## config.mk

```make
export PLATFORM = sky130hd
export DESIGN_NAME = asid_xlat_cache
export DESIGN_NICKNAME = d
export VERILOG_FILES = /design/src/rtl/xlat_pkg.sv /design/src/rtl/xlat_tag_match.sv /design/src/rtl/xlat_victim_pick.sv /design/src/rtl/asid_xlat_cache.sv
export SDC_FILE = /design/constraint.sdc
export NUM_CORES = 1
export LEC_CHECK = 0
export BUFFER_PORTS_ARGS = -buffer_cell sky130_fd_sc_hd__buf_2
export CAP_MARGIN = 5
export CORE_ASPECT_RATIO = 1.4
export CORE_MARGIN = 10
export CORE_UTILIZATION = 30
export CTS_CLUSTER_SIZE = 10
export DETAILED_ROUTE_END_ITERATION = 10
export GPL_TIMING_DRIVEN = 1
export HOLD_SLACK_MARGIN = 0.12
export PLACE_DENSITY = 0.53
export SKIP_CTS_REPAIR_TIMING = 1
export SLEW_MARGIN = 20
export SYNTH_ARGS = -nofsm -noshare
export SYNTH_HDL_FRONTEND = slang
export SYNTH_SLANG_ARGS = --single-unit
```

## constraint.sdc

```tcl
create_clock -name clk -period 6.8 [get_ports clk]
set_input_delay 1.02 -clock clk [delete_from_list [all_inputs] [get_ports clk]]
set_output_delay 1.02 -clock clk [all_outputs]
set_load 0.005 [all_outputs]
```

## src/rtl/xlat_pkg.sv

```systemverilog
package xlat_pkg;
  typedef enum logic [1:0] {
    KIND_READ  = 2'd0,
    KIND_WRITE = 2'd1,
    KIND_FETCH = 2'd2,
    KIND_RSVD  = 2'd3
  } access_kind_e;

  typedef enum logic [1:0] {
    INV_NONE = 2'd0,
    INV_ALL  = 2'd1,
    INV_ASID = 2'd2,
    INV_PAGE = 2'd3
  } inv_kind_e;
endpackage

```

## src/rtl/xlat_tag_match.sv

```systemverilog
module xlat_tag_match #(
  parameter int N      = 8,
  parameter int VPN_W  = 20,
  parameter int ASID_W = 8
) (
  input  logic [N-1:0]             ent_valid,
  input  logic [N-1:0]             ent_global,
  input  logic [N-1:0][VPN_W-1:0]  ent_vpn,
  input  logic [N-1:0][ASID_W-1:0] ent_asid,
  input  logic [VPN_W-1:0]         q_vpn,
  input  logic [ASID_W-1:0]        q_asid,
  output logic [N-1:0]             match
);
  // one comparator per slot; Global bypasses the identifier compare
  for (genvar i = 0; i < N; i++) begin : g_cmp
    assign match[i] = ent_valid[i] && (ent_vpn[i] == q_vpn) &&
                      (ent_global[i] || (ent_asid[i] == q_asid));
  end
endmodule

```

## src/rtl/xlat_victim_pick.sv

```systemverilog
module xlat_victim_pick #(
  parameter int N     = 8,
  parameter int IDX_W = 3
) (
  input  logic             clk,
  input  logic             rst,
  input  logic [N-1:0]     ent_valid,
  input  logic             alloc,
  output logic [IDX_W-1:0] idx
);
  logic [IDX_W-1:0] rr_q;
  logic [IDX_W-1:0] free_idx;
  logic             any_free;

  always_comb begin
    free_idx = '0;
    any_free = 1'b0;
    for (int i = N - 1; i >= 0; i--) begin
      if (!ent_valid[i]) begin
        free_idx = IDX_W'(i);
        any_free = 1'b1;
      end
    end
    idx = any_free ? free_idx : rr_q;
  end

  always_ff @(posedge clk) begin
    if (rst) begin
      rr_q <= '0;
    end else if (alloc && !any_free) begin
      rr_q <= (rr_q == IDX_W'(N - 1)) ? '0 : rr_q + 1'b1;
    end
  end

  AST_PICK_EMPTY_SLOT: assert property (@(posedge clk) disable iff (rst)
    (alloc && !(&ent_valid)) |-> !ent_valid[idx]);
  AST_POINTER_HOLDS: assert property (@(posedge clk) disable iff (rst)
    !$past(alloc) |-> $stable(rr_q));
endmodule

```

## src/rtl/asid_xlat_cache.sv

```systemverilog
module asid_xlat_cache
  import xlat_pkg::*;
#(
  parameter int VA_W    = 32,
  parameter int OFF_W   = 12,
  parameter int ASID_W  = 8,
  parameter int PFN_W   = 20,
  parameter int ENTRIES = 8
) (
  input  logic                   clk,
  input  logic                   rst,
  input  logic                   lk_valid,
  input  logic [VA_W-1:0]        lk_va,
  input  logic [ASID_W-1:0]      lk_asid,
  input  logic [1:0]             lk_kind,
  input  logic                   fl_valid,
  input  logic [VA_W-OFF_W-1:0]  fl_vpn,
  input  logic [ASID_W-1:0]      fl_asid,
  input  logic [PFN_W-1:0]       fl_pfn,
  input  logic                   fl_global,
  input  logic                   fl_write_ok,
  input  logic                   fl_exec_ok,
  input  logic                   fl_accessed,
  input  logic                   fl_dirty,
  input  logic [1:0]             inv_op,
  input  logic [ASID_W-1:0]      inv_asid,
  input  logic [VA_W-OFF_W-1:0]  inv_vpn,
  output logic                   rs_valid,
  output logic                   rs_hit,
  output logic                   rs_fault,
  output logic [PFN_W+OFF_W-1:0] rs_pa,
  output logic                   rs_set_accessed,
  output logic                   rs_set_dirty
);
  localparam int VPN_W = VA_W - OFF_W;
  localparam int IDX_W = (ENTRIES > 1) ? $clog2(ENTRIES) : 1;

  // entry storage
  logic [ENTRIES-1:0]             e_valid, e_glob, e_wr, e_x, e_acc, e_dirty;
  logic [ENTRIES-1:0][VPN_W-1:0]  e_vpn;
  logic [ENTRIES-1:0][ASID_W-1:0] e_asid;
  logic [ENTRIES-1:0][PFN_W-1:0]  e_pfn;

  logic [ENTRIES-1:0] lk_match, fl_match, inv_hit;
  logic [IDX_W-1:0]   lk_idx, fl_hit_idx, victim_idx, fill_idx;
  logic               lk_any, perm_ok, grant, fill_go, fill_new;
  access_kind_e       kind;
  inv_kind_e          iop;

  assign kind = access_kind_e'(lk_kind);
  assign iop  = inv_kind_e'(inv_op);

  xlat_tag_match #(.N(ENTRIES), .VPN_W(VPN_W), .ASID_W(ASID_W)) u_lk_match (
    .ent_valid(e_valid), .ent_global(e_glob), .ent_vpn(e_vpn), .ent_asid(e_asid),
    .q_vpn(lk_va[VA_W-1:OFF_W]), .q_asid(lk_asid), .match(lk_match)
  );

  xlat_tag_match #(.N(ENTRIES), .VPN_W(VPN_W), .ASID_W(ASID_W)) u_fl_match (
    .ent_valid(e_valid), .ent_global(e_glob), .ent_vpn(e_vpn), .ent_asid(e_asid),
    .q_vpn(fl_vpn), .q_asid(fl_asid), .match(fl_match)
  );

  xlat_victim_pick #(.N(ENTRIES), .IDX_W(IDX_W)) u_victim (
    .clk(clk), .rst(rst), .ent_valid(e_valid), .alloc(fill_new), .idx(victim_idx)
  );

  always_comb begin
    lk_idx     = '0;
    fl_hit_idx = '0;
    for (int i = 0; i < ENTRIES; i++) begin
      if (lk_match[i]) lk_idx = IDX_W'(i);
      if (fl_match[i]) fl_hit_idx = IDX_W'(i);
    end
  end

  always_comb begin
    lk_any = |lk_match;
    unique case (kind)
      KIND_WRITE: perm_ok = e_wr[lk_idx];
      KIND_FETCH: perm_ok = e_x[lk_idx];
      default:    perm_ok = 1'b1;
    endcase
    grant    = lk_valid && lk_any && perm_ok;
    fill_go  = fl_valid && (iop == INV_NONE);
    fill_new = fill_go && !(|fl_match);
    fill_idx = (|fl_match) ? fl_hit_idx : victim_idx;
  end

  // which slots the maintenance operation removes
  for (genvar i = 0; i < ENTRIES; i++) begin : g_inv
    always_comb begin
      unique case (iop)
        INV_ALL:  inv_hit[i] = 1'b1;
        INV_ASID: inv_hit[i] = !e_glob[i] && (e_asid[i] == inv_asid);
        INV_PAGE: inv_hit[i] = (e_vpn[i] == inv_vpn) &&
                               (e_glob[i] || (e_asid[i] == inv_asid));
        default:  inv_hit[i] = 1'b0;
      endcase
    end

    always_ff @(posedge clk) begin
      if (rst) begin
        e_valid[i] <= 1'b0;
      end else if (inv_hit[i]) begin
        e_valid[i] <= 1'b0;
      end else if (fill_go && (fill_idx == IDX_W'(i))) begin
        e_valid[i] <= 1'b1;
        e_vpn[i]   <= fl_vpn;
        e_asid[i]  <= fl_asid;
        e_pfn[i]   <= fl_pfn;
        e_glob[i]  <= fl_global;
        e_wr[i]    <= fl_write_ok;
        e_x[i]     <= fl_exec_ok;
        e_acc[i]   <= fl_accessed;
        e_dirty[i] <= fl_dirty;
      end else if (grant && lk_match[i]) begin
        e_acc[i] <= 1'b1;
        if (kind == KIND_WRITE) e_dirty[i] <= 1'b1;
      end
    end
  end

  // registered result
  always_ff @(posedge clk) begin
    if (rst) begin
      rs_valid        <= 1'b0;
      rs_hit          <= 1'b0;
      rs_fault        <= 1'b0;
      rs_pa           <= '0;
      rs_set_accessed <= 1'b0;
      rs_set_dirty    <= 1'b0;
    end else begin
      rs_valid        <= lk_valid;
      rs_hit          <= grant;
      rs_fault        <= lk_valid && lk_any && !perm_ok;
      rs_pa           <= grant ? {e_pfn[lk_idx], lk_va[OFF_W-1:0]} : '0;
      rs_set_accessed <= grant && !e_acc[lk_idx];
      rs_set_dirty    <= grant && (kind == KIND_WRITE) && !e_dirty[lk_idx];
    end
  end

  AST_FAULT_EXCLUSIVE: assert property (@(posedge clk) disable iff (rst)
    rs_fault |-> !rs_hit);
  AST_OFFSET_PASSTHRU: assert property (@(posedge clk) disable iff (rst)
    rs_hit |-> (rs_pa[OFF_W-1:0] == $past(lk_va[OFF_W-1:0])));
  AST_DIRTY_ON_WRITE: assert property (@(posedge clk) disable iff (rst)
    rs_set_dirty |-> (rs_hit && ($past(lk_kind) == 2'd1)));
  AST_EVENT_ON_HIT: assert property (@(posedge clk) disable iff (rst)
    rs_set_accessed |-> rs_hit);
  AST_SINGLE_MATCH: assert property (@(posedge clk) disable iff (rst)
    lk_valid |-> ($countones(lk_match) <= 1));
  AST_RESULT_FOLLOWS: assert property (@(posedge clk) disable iff (rst)
    lk_valid |=> rs_valid);
  AST_IDLE_QUIET: assert property (@(posedge clk) disable iff (rst)
    !lk_valid |=> (!rs_valid && !rs_hit && !rs_fault));
endmodule

```

==> results.txt, run 1 <==
RR Endpoint - rs_pa[13]
Clk root buf - clkbuf_16
Routed Antenna Nets - 0
DRT Pass-1 Iters - 5
Vias - 17.8k
CTS H-tree depth - 2
Pwr Total - 6.44 mW
# rows - 125
Synth async-reset ratio - 0%
Core Footprint - 0.0832 mm^2
Top cells by area, synth - edfxtp_1, xor2_1, xnor2_1
Fin util - 35.0%
Area of the multi-input gates - 0.0110 mm^2
# setup viols final - 0
Yosys cell types - 66
Final Critical Period - 5290 ps
R2r setup slk - 1760 ps
Routed WL - 98.6 mm
Routed vias/inst - 5.34
Effective utilization at floorplan - 30.3%
Setup crit end kind - flop
CP peak stage delay - 1010 ps
Synth Flop Type - edfxtp_1
Register area - 0.0137 mm^2
Nets - 2339
P&R area growth vs syn - 15.5%
DPL Wire Length - 69.1 mm
Num CTS Buffers - 54
Clk_skew - 45.8 ps
Leak - 9.95 nW
Setup Total Neg Slack - 0 ps
CP required - 7070 ps
Layout cells sized above 1 - 17.1%
CTS tree - built
Buffers and inverters on the worst path - 2
Area leader, netlist - edfxtp_1
Setup WS post-layout - 1510 ps
Initial antenna violation count - 17
Final clock period utilization by the worst path - 77.8%
Worst r2r src - e_asid[47]
Initial drt markers - 1305
RSZ-0062 raised after global routing - no
HP Start - u_victim.rr_q[1]
R2R depth - 12
Yosys top cell area share - 50.5%
Fillers - 8175
Worst Hold Path EP - u_victim.rr_q[1]
DP Worst Slack - 849 ps
Critical path class - in -> reg
Most frequent cells in the layout - xor2_1, edfxtp_1, xnor2_1, buf_2, nor4_1
Worst hold path cell count - 2
Clk buf depth - 3
Gr ovfl total - 0
CTS Sinks - 472
Slew Viols, Final - 0
Latest clock arrival within the worst-skew pair - 640 ps
Max_cap viols - 0
Worst setup SP type - primary input
Cells after synthesis - 2042
Wire length per cell - 29.6 um
Die height - 363 um
Sequential element share of the synthesized area - 54.3%
Worst Tran Pin Value - 1130 ps
Number of global-route vias before repair - 18.6k
Max-slew headroom - 24.2%
EDFF count, synth - 424
Seq cells post-synth - 472
Global Route Usage Sum - 20.0%
GPL Wtd Cong - 0.983
First-pass GRT wire length - 138 mm
Ys Warns - 0
Slowest cell on crit path - o41ai_1
Hold_ws - 537 ps
Outcome - finished, final reports clean
Port Buffer Count - 165
Die X - 265 um
Most common cell after layout, fill and taps aside - xor2_1
Peak VDD IR - 199 uV
Die area - 0.0963 mm^2
Power per cell area - 221 mW/mm^2
Critical-path cell list - buf_2 > xor2_1 > nor4_1 > nand4_1 > o41ai_1 > o21ai_0 > a22o_1 > a31oi_2 > nor3b_1 > and2_4 > buf_12
Final Hold Fails - 0
Worst hold path type - reg -> reg
DR DRC count - 0
Maximum clock rate - 0.189 GHz
Post-Syn Nets - 2175
Clk slew on worst S/H paths - 60 ps
Largest net degree at the start of global routing - 45
CP Depth - 11
Crit-path max FO - 37
Critical Path AT - 5560 ps
Synthesized area per cell - 12.4 um^2
Cell Area, Synth - 0.0252 mm^2
Io pins - 166
CP delay by family, top - compound AO/OA/AOI/OAI gates
-- routing by layer --
layer  global-route usage (%)  up-vias  routed length [um]
li1                         -     7755                   -
met1                     22.1     8776               36800
met2                     34.2      885               47800
met3                     3.86      331                6230
met4                     14.2       24                7670
met5                        0        -                 165
-- area by class of cell --
cell class / count / share of cell area [%]
Sequential cell: 472 / 47.0
Tap cell: 1079 / 4.63
Clock inverter: 5 / 0.301
Antenna cell: 2 / 0.0172
Timing Repair Buffer: 228 / 4.89
Clock buffer: 91 / 5.22
Multi-Input combinational cell: 1421 / 37.6
Inverter: 29 / 0.373
-- state kept, by name, summed over array words and instances, names as in the netlist, 3 cells and up --
signal and cells:
e_asid 64, e_acc 8, e_x 8, e_wr 8
e_glob 8, e_valid 8, u_victim.rr_q 3, e_dirty 8
rs_pa 32, e_vpn 160, e_pfn 160
-- cells in the mapped netlist (all sizes together), types with 4 or more instances --
cell,count
xor2,441
edfxtp,424
xnor2,231
nor4,150
nand2,83
nand4,79
a21oi,69
clkbuf,62
buf,58
mux2i,49
dfxtp,48
nor2,45
o211ai,45
mux2,41
inv,29
nor3,28
or2,17
nand3,12
o21ai,12
nand2b,10
o21a,10
or4,10
nor3b,9
nand4b,8
nor4b,7
a211oi,6
a41o,5
nor2b,5
and2,4
ha,4
o2111ai,4
-- worst register-to-register path: cells and delay by family (launching register included) --
family / cells / cell delay (ps)
muxes: 1 / 310
xor gates and xnor gates: 1 / 180
DFF: 1 / 490
and+or+nand+nor: 3 / 1440
buffers and inverters: 2 / 630
AOI/OAI and AO/OA: 5 / 1830
-- power by group --
part	total [mW]	internal, mW	switching, mW
combinational	0.539	0.161	0.378
clock	2.73	1.52	1.21
sequential	3.17	3.16	0.00517
-- kinds of logic after synthesis --
kind of cell	count (synthesis)	share of synthesized area, %
flops	472	54.3
fa+ha+maj	4	0.198
compound gates	180	5.08
mux	90	3.77
simple gates	475	10.7
xor+xnor	672	23.3
buf+inv	149	2.71
-- worst max path at each step --
stage                     from          to  slack (ps)
global route        lk_asid[7]   rs_pa[13]        1250
CTS                 lk_asid[7]   rs_pa[13]        1480
finish              fl_vpn[19]   e_vpn[42]        1510
floorplan           fl_vpn[13]  e_dirty[0]         640
global placement    lk_asid[7]   rs_pa[31]         880
detailed placement  lk_asid[7]   rs_pa[12]         850
-- stage by stage --
step                      cell area [um^2]  std cells
after floorplan                      25200       2042
after global routing                 29100       3326
after CTS                            29100       3325
after detailed placement             27500       3229
after global placement               27500       3229
final                                29100       3327
(Power assumes the default switching activity.)
==> run 2: changes to the inputs <==
Clock period 6.8 ns to 5.1 ns, I/O delays scaled along.
==> results.txt, run 2 (synthesis gave the netlist of run 1 again) <==
Max-slew headroom - 27.1%
RSZ-0062 raised after global routing - no
Io pins - 166
Routed WL - 101 mm
Nets - 2414
P_sw - 2.18 mW
DPL Wire Length - 73.6 mm
Core Footprint - 0.0832 mm^2
Final clock period utilization by the worst path - 88.4%
Largest regs - e_pfn: 160 flops, e_vpn: 160 flops, e_asid: 64 flops
DR DRC count - 0
Placed Area - 0.0282 mm^2
Critical Path Start - e_vpn[117]
Slew Viols, Final - 0
CP required - 5610 ps
Comb pwr share - 8.8%
Setup crit end kind - flop
R2r setup slk - 590 ps
Outcome - finished, final reports clean
Critical-path cell list - xnor2_1 > nor3b_1 > nand4_1 > buf_4 > or4_1 > a221oi_2 > buf_4 > or2_1 > a21oi_1 > a311oi_2 > buf_4 > buf_4 > o21bai_4 > buf_4 > a2111oi_2
Slowest cell on crit path - xnor2_1
Routed Antenna Nets - 0
Initial drt markers - 1628
Die area - 0.0963 mm^2
Final Critical Period - 4510 ps
Number of global-route vias before repair - 18.7k
Sequential share of power - 48.9%
Worst Tran Pin Value - 1080 ps
Clk slew on worst S/H paths - 70 ps
Effective utilization at floorplan - 30.3%
CP peak stage delay - 800 ps
Die X - 265 um
Cell mode on critical path - buf_4
Latest clock arrival within the worst-skew pair - 650 ps
Vias - 18.0k
Crit-path max FO - 12
DP Worst Slack - 270 ps
Setup WS post-layout - 591 ps
Critical Path AT - 5010 ps
Hold_ws - 358 ps
# setup viols final - 0
Setup Total Neg Slack - 0 ps
Fin cells - 3402
Clk root buf - clkbuf_16
P_int - 6.46 mW
Clk_skew - 35.5 ps
Maximum clock rate - 0.222 GHz
CTS tree - built
Clock power frac - 42.3%
Largest net degree at the start of global routing - 89
Buffers and inverters on the worst path - 5
CP delay by family, top - simple AND/OR/NAND/NOR gates
Initial antenna violation count - 12
DRT Pass-1 Iters - 5
P&R area growth vs syn - 18.0%
Global Route Usage Sum - 20.6%
Sw frac - 25.2%
Most common cell after layout, fill and taps aside - xor2_1
Worst hold path type - in -> reg
Worst r2r src - e_vpn[117]
# rows - 125
Max_cap viols - 0
Critical path class - reg -> reg
CTS Sinks - 472
Wire length per cell - 29.7 um
Placed Cells - 3304
Routed vias/inst - 5.29
CTS H-tree depth - 2
Die height - 363 um
GPL Wtd Cong - 1.05
Power per cell area - 290 mW/mm^2
HP Start - lk_va[7]
Final Hold Fails - 0
Leak - 10.4 nW
Layout cells sized above 1 - 19.7%
Peak VDD IR - 321 uV
Worst setup SP type - flop
Fin util - 35.8%
Clk buf depth - 3
Pwr Total - 8.63 mW
Port Buffer Count - 165
First-pass GRT wire length - 142 mm
Most frequent cells in the layout - xor2_1, edfxtp_1, xnor2_1, buf_2, nor4_1
Gr ovfl total - 0
Post-route cell area - 0.0298 mm^2
Num CTS Buffers - 54
[run 2: cell types whose count changed in the layout (fill, tap and decap cells not counted), sizes merged]
cell / previous run / this run
clkinv: 4 / 5
clkbuf: 91 / 89
diode: 2 / 3
buf: 228 / 303
[run 2: final timing paths]
kind / endpoint / cells after the start
worst max-delay path: rs_set_dirty / 15
worst min-delay path: rs_pa[7] / 3
worst max register to register: rs_set_dirty / 15
worst min register to register: u_victim.rr_q[1] / 2
[run 2: final cells by class]
class / instances / area [um^2]
timing repair buffer: 303 / 2100
clock buffer: 89 / 1490
sequential: 472 / 13700
tap: 1079 / 1350
inverter: 29 / 109
antenna: 3 / 7.51
multi-input combinational: 1421 / 10900
fill: 8169 / 53400
clock inverter: 6 / 92.6
[run 2: layer usage]
layer / vias up / share of wire [%] / global-route usage [%]
li1: 7913 / - / -
met1: 9067 / 38 / 23.4
met2: 754 / 49 / 35.4
met3: 256 / 6.2 / 3.97
met4: 18 / 6.7 / 12.4
met5: - / 0.15 / 0
[run 2: worst register-to-register path, cell delays in order, from the launching register on]
cell	delay, ps
edfxtp_1	460
xnor2_1	800
nor3b_1	280
nand4_1	130
buf_4	200
or4_1	580
a221oi_2	330
buf_4	180
or2_1	180
a21oi_1	80
a311oi_2	240
buf_4	230
buf_4	140
o21bai_4	80
buf_4	170
a2111oi_2	300
[run 2: power groups by stage]
| stage | registers [mW] | logic, mW | clock network, mW |
|---|---|---|---|
| floorplan | 4.30 | 0.389 | 0 |
| global placement | 4.30 | 0.749 | 0 |
| detailed placement | 4.30 | 0.748 | 0 |
| CTS | 4.22 | 0.752 | 3.73 |
| global route | 4.22 | 0.798 | 3.89 |
| finish | 4.22 | 0.764 | 3.65 |
==> run 3: changes to the inputs <==
Settings changed: CORE_MARGIN 10 to unset.
==> results.txt, run 3 (synthesis gave the netlist of run 1 again) <==
CTS H-tree depth - 2
Die area - 0.0853 mm^2
Worst setup SP type - flop
First-pass GRT wire length - 139 mm
Latest clock arrival within the worst-skew pair - 650 ps
Final Critical Period - 4410 ps
Clock power frac - 42.8%
Number of global-route vias before repair - 18.4k
Clk root buf - clkbuf_16
P_sw - 2.16 mW
Pwr Total - 8.69 mW
Cell mode on critical path - nor4_1
Outcome - finished with violations
CP required - 5400 ps
P_int - 6.53 mW
# rows - 125
Nets - 2406
CTS Sinks - 472
Setup crit end kind - flop
Buffers and inverters on the worst path - 1
Die height - 345 um
Slowest cell on crit path - nor4_1
Clk slew on worst S/H paths - 60 ps
Leak - 10.3 nW
Critical-path cell list - xor2_1 > nor4_1 > a21oi_1 > nor4_1 > nand4_1 > and2_1 > nor3b_1 > nor2b_1 > nand3b_1 > nor2_4 > buf_12
Effective utilization at floorplan - 30.3%
Maximum clock rate - 0.227 GHz
Gr ovfl total - 0
Peak VDD IR - 236 uV
Most frequent cells in the layout - xor2_1, edfxtp_1, xnor2_1, buf_2, nor4_1
DRT Pass-1 Iters - 8
Routed Antenna Nets - 0
Vias - 18.0k
Core Footprint - 0.0832 mm^2
Worst Tran Pin Value - 1010 ps
Die X - 247 um
Violated checks - DRC
Crit-path max FO - 32
P&R area growth vs syn - 18.2%
Layout cells sized above 1 - 19.5%
Final Hold Fails - 0
Comb pwr share - 8.6%
Clk_skew - 35.5 ps
Critical path class - reg -> reg
CP peak stage delay - 510 ps
RSZ-0062 raised after global routing - no
Sw frac - 24.9%
CP delay by family, top - simple AND/OR/NAND/NOR gates
Io pins - 166
Worst hold path type - in -> reg
Setup Total Neg Slack - 0 ps
Largest net degree at the start of global routing - 89
Routed WL - 98.7 mm
Wire length per cell - 29.0 um
Num CTS Buffers - 55
Initial drt markers - 1400
Slew Viols, Final - 0
Max_cap viols - 0
Largest regs - e_pfn: 160 flops, e_vpn: 160 flops, e_asid: 64 flops
Sequential share of power - 48.6%
GPL Wtd Cong - 1.03
DPL Wire Length - 71.0 mm
Initial antenna violation count - 13
DR DRC count - 20
Global Route Usage Sum - 23.1%
Power per cell area - 291 mW/mm^2
R2r setup slk - 690 ps
Final clock period utilization by the worst path - 86.5%
Critical Path AT - 4710 ps
Clk buf depth - 3
Most common cell after layout, fill and taps aside - xor2_1
Port Buffer Count - 165
# setup viols final - 0
Max-slew headroom - 32.3%
CTS tree - built
Routed vias/inst - 5.29
-- run 3: changes by cell type in the layout (fill, tap and decap cells not counted), moves of 3 or more --
cell	change
buf_4	-12
diode_2	+5
buf_12	+3
clkbuf_8	+3
-- run 3: power groups by stage --
stage          combinational [mW]  sequential [mW]  clock, mW
5_1_grt                     0.778             4.22       3.93
4_1_cts                     0.736             4.22       3.81
3_5_place_dp                0.733             4.30          0
3_3_place_gp                0.735             4.30          0
2_1_floorplan               0.389             4.30          0
6_report                    0.747             4.22       3.72
-- run 3: final timing paths --
check                                      start          endpoint  cells after the start
worst max-delay path                  e_asid[55]        e_vpn[113]                     11
worst min-delay path                    lk_va[1]          rs_pa[1]                      3
worst max register to register        e_asid[55]        e_vpn[113]                     11
worst min register to register  u_victim.rr_q[2]  u_victim.rr_q[2]                      2
-- run 3: tightest hold or removal path, stage by stage --
cell and delay [ps]:
buf_2 100, inv_1 40, nor2_1 30
-- run 3: layout make-up --
cell class | count | area [um^2]
Fill cell | 8194 | 53400
Clock inverter | 5 | 103
Sequential cell | 472 | 13700
Clock buffer | 93 | 1560
Timing Repair Buffer | 294 | 2070
Inverter | 29 | 109
Multi-Input combinational cell | 1421 | 10900
Tap cell | 1079 | 1350
Antenna cell | 8 | 20.0
-- run 3: routing by layer --
layer / part of all wire, % / vias up / GRT usage, %
met5: 0.11 / - / 0
met4: 7.1 / 18 / 14.2
met3: 6.1 / 284 / 3.96
met2: 49 / 790 / 39.0
met1: 38 / 9004 / 26.9
li1: - / 7902 / -
-- run 3: metrics by stage --
step	std cells	util [%]	hold slack (ps)	area, um^2	setup slack [ps]
floorplan	2042	-	482	25200	68.4
global placement	3295	33.8	507	28100	-37.8
global route	3395	35.8	318	29800	447
detailed placement	3295	33.8	541	28100	8.95
CTS	3393	35.8	292	29800	663
finish	3401	35.9	337	29800	689
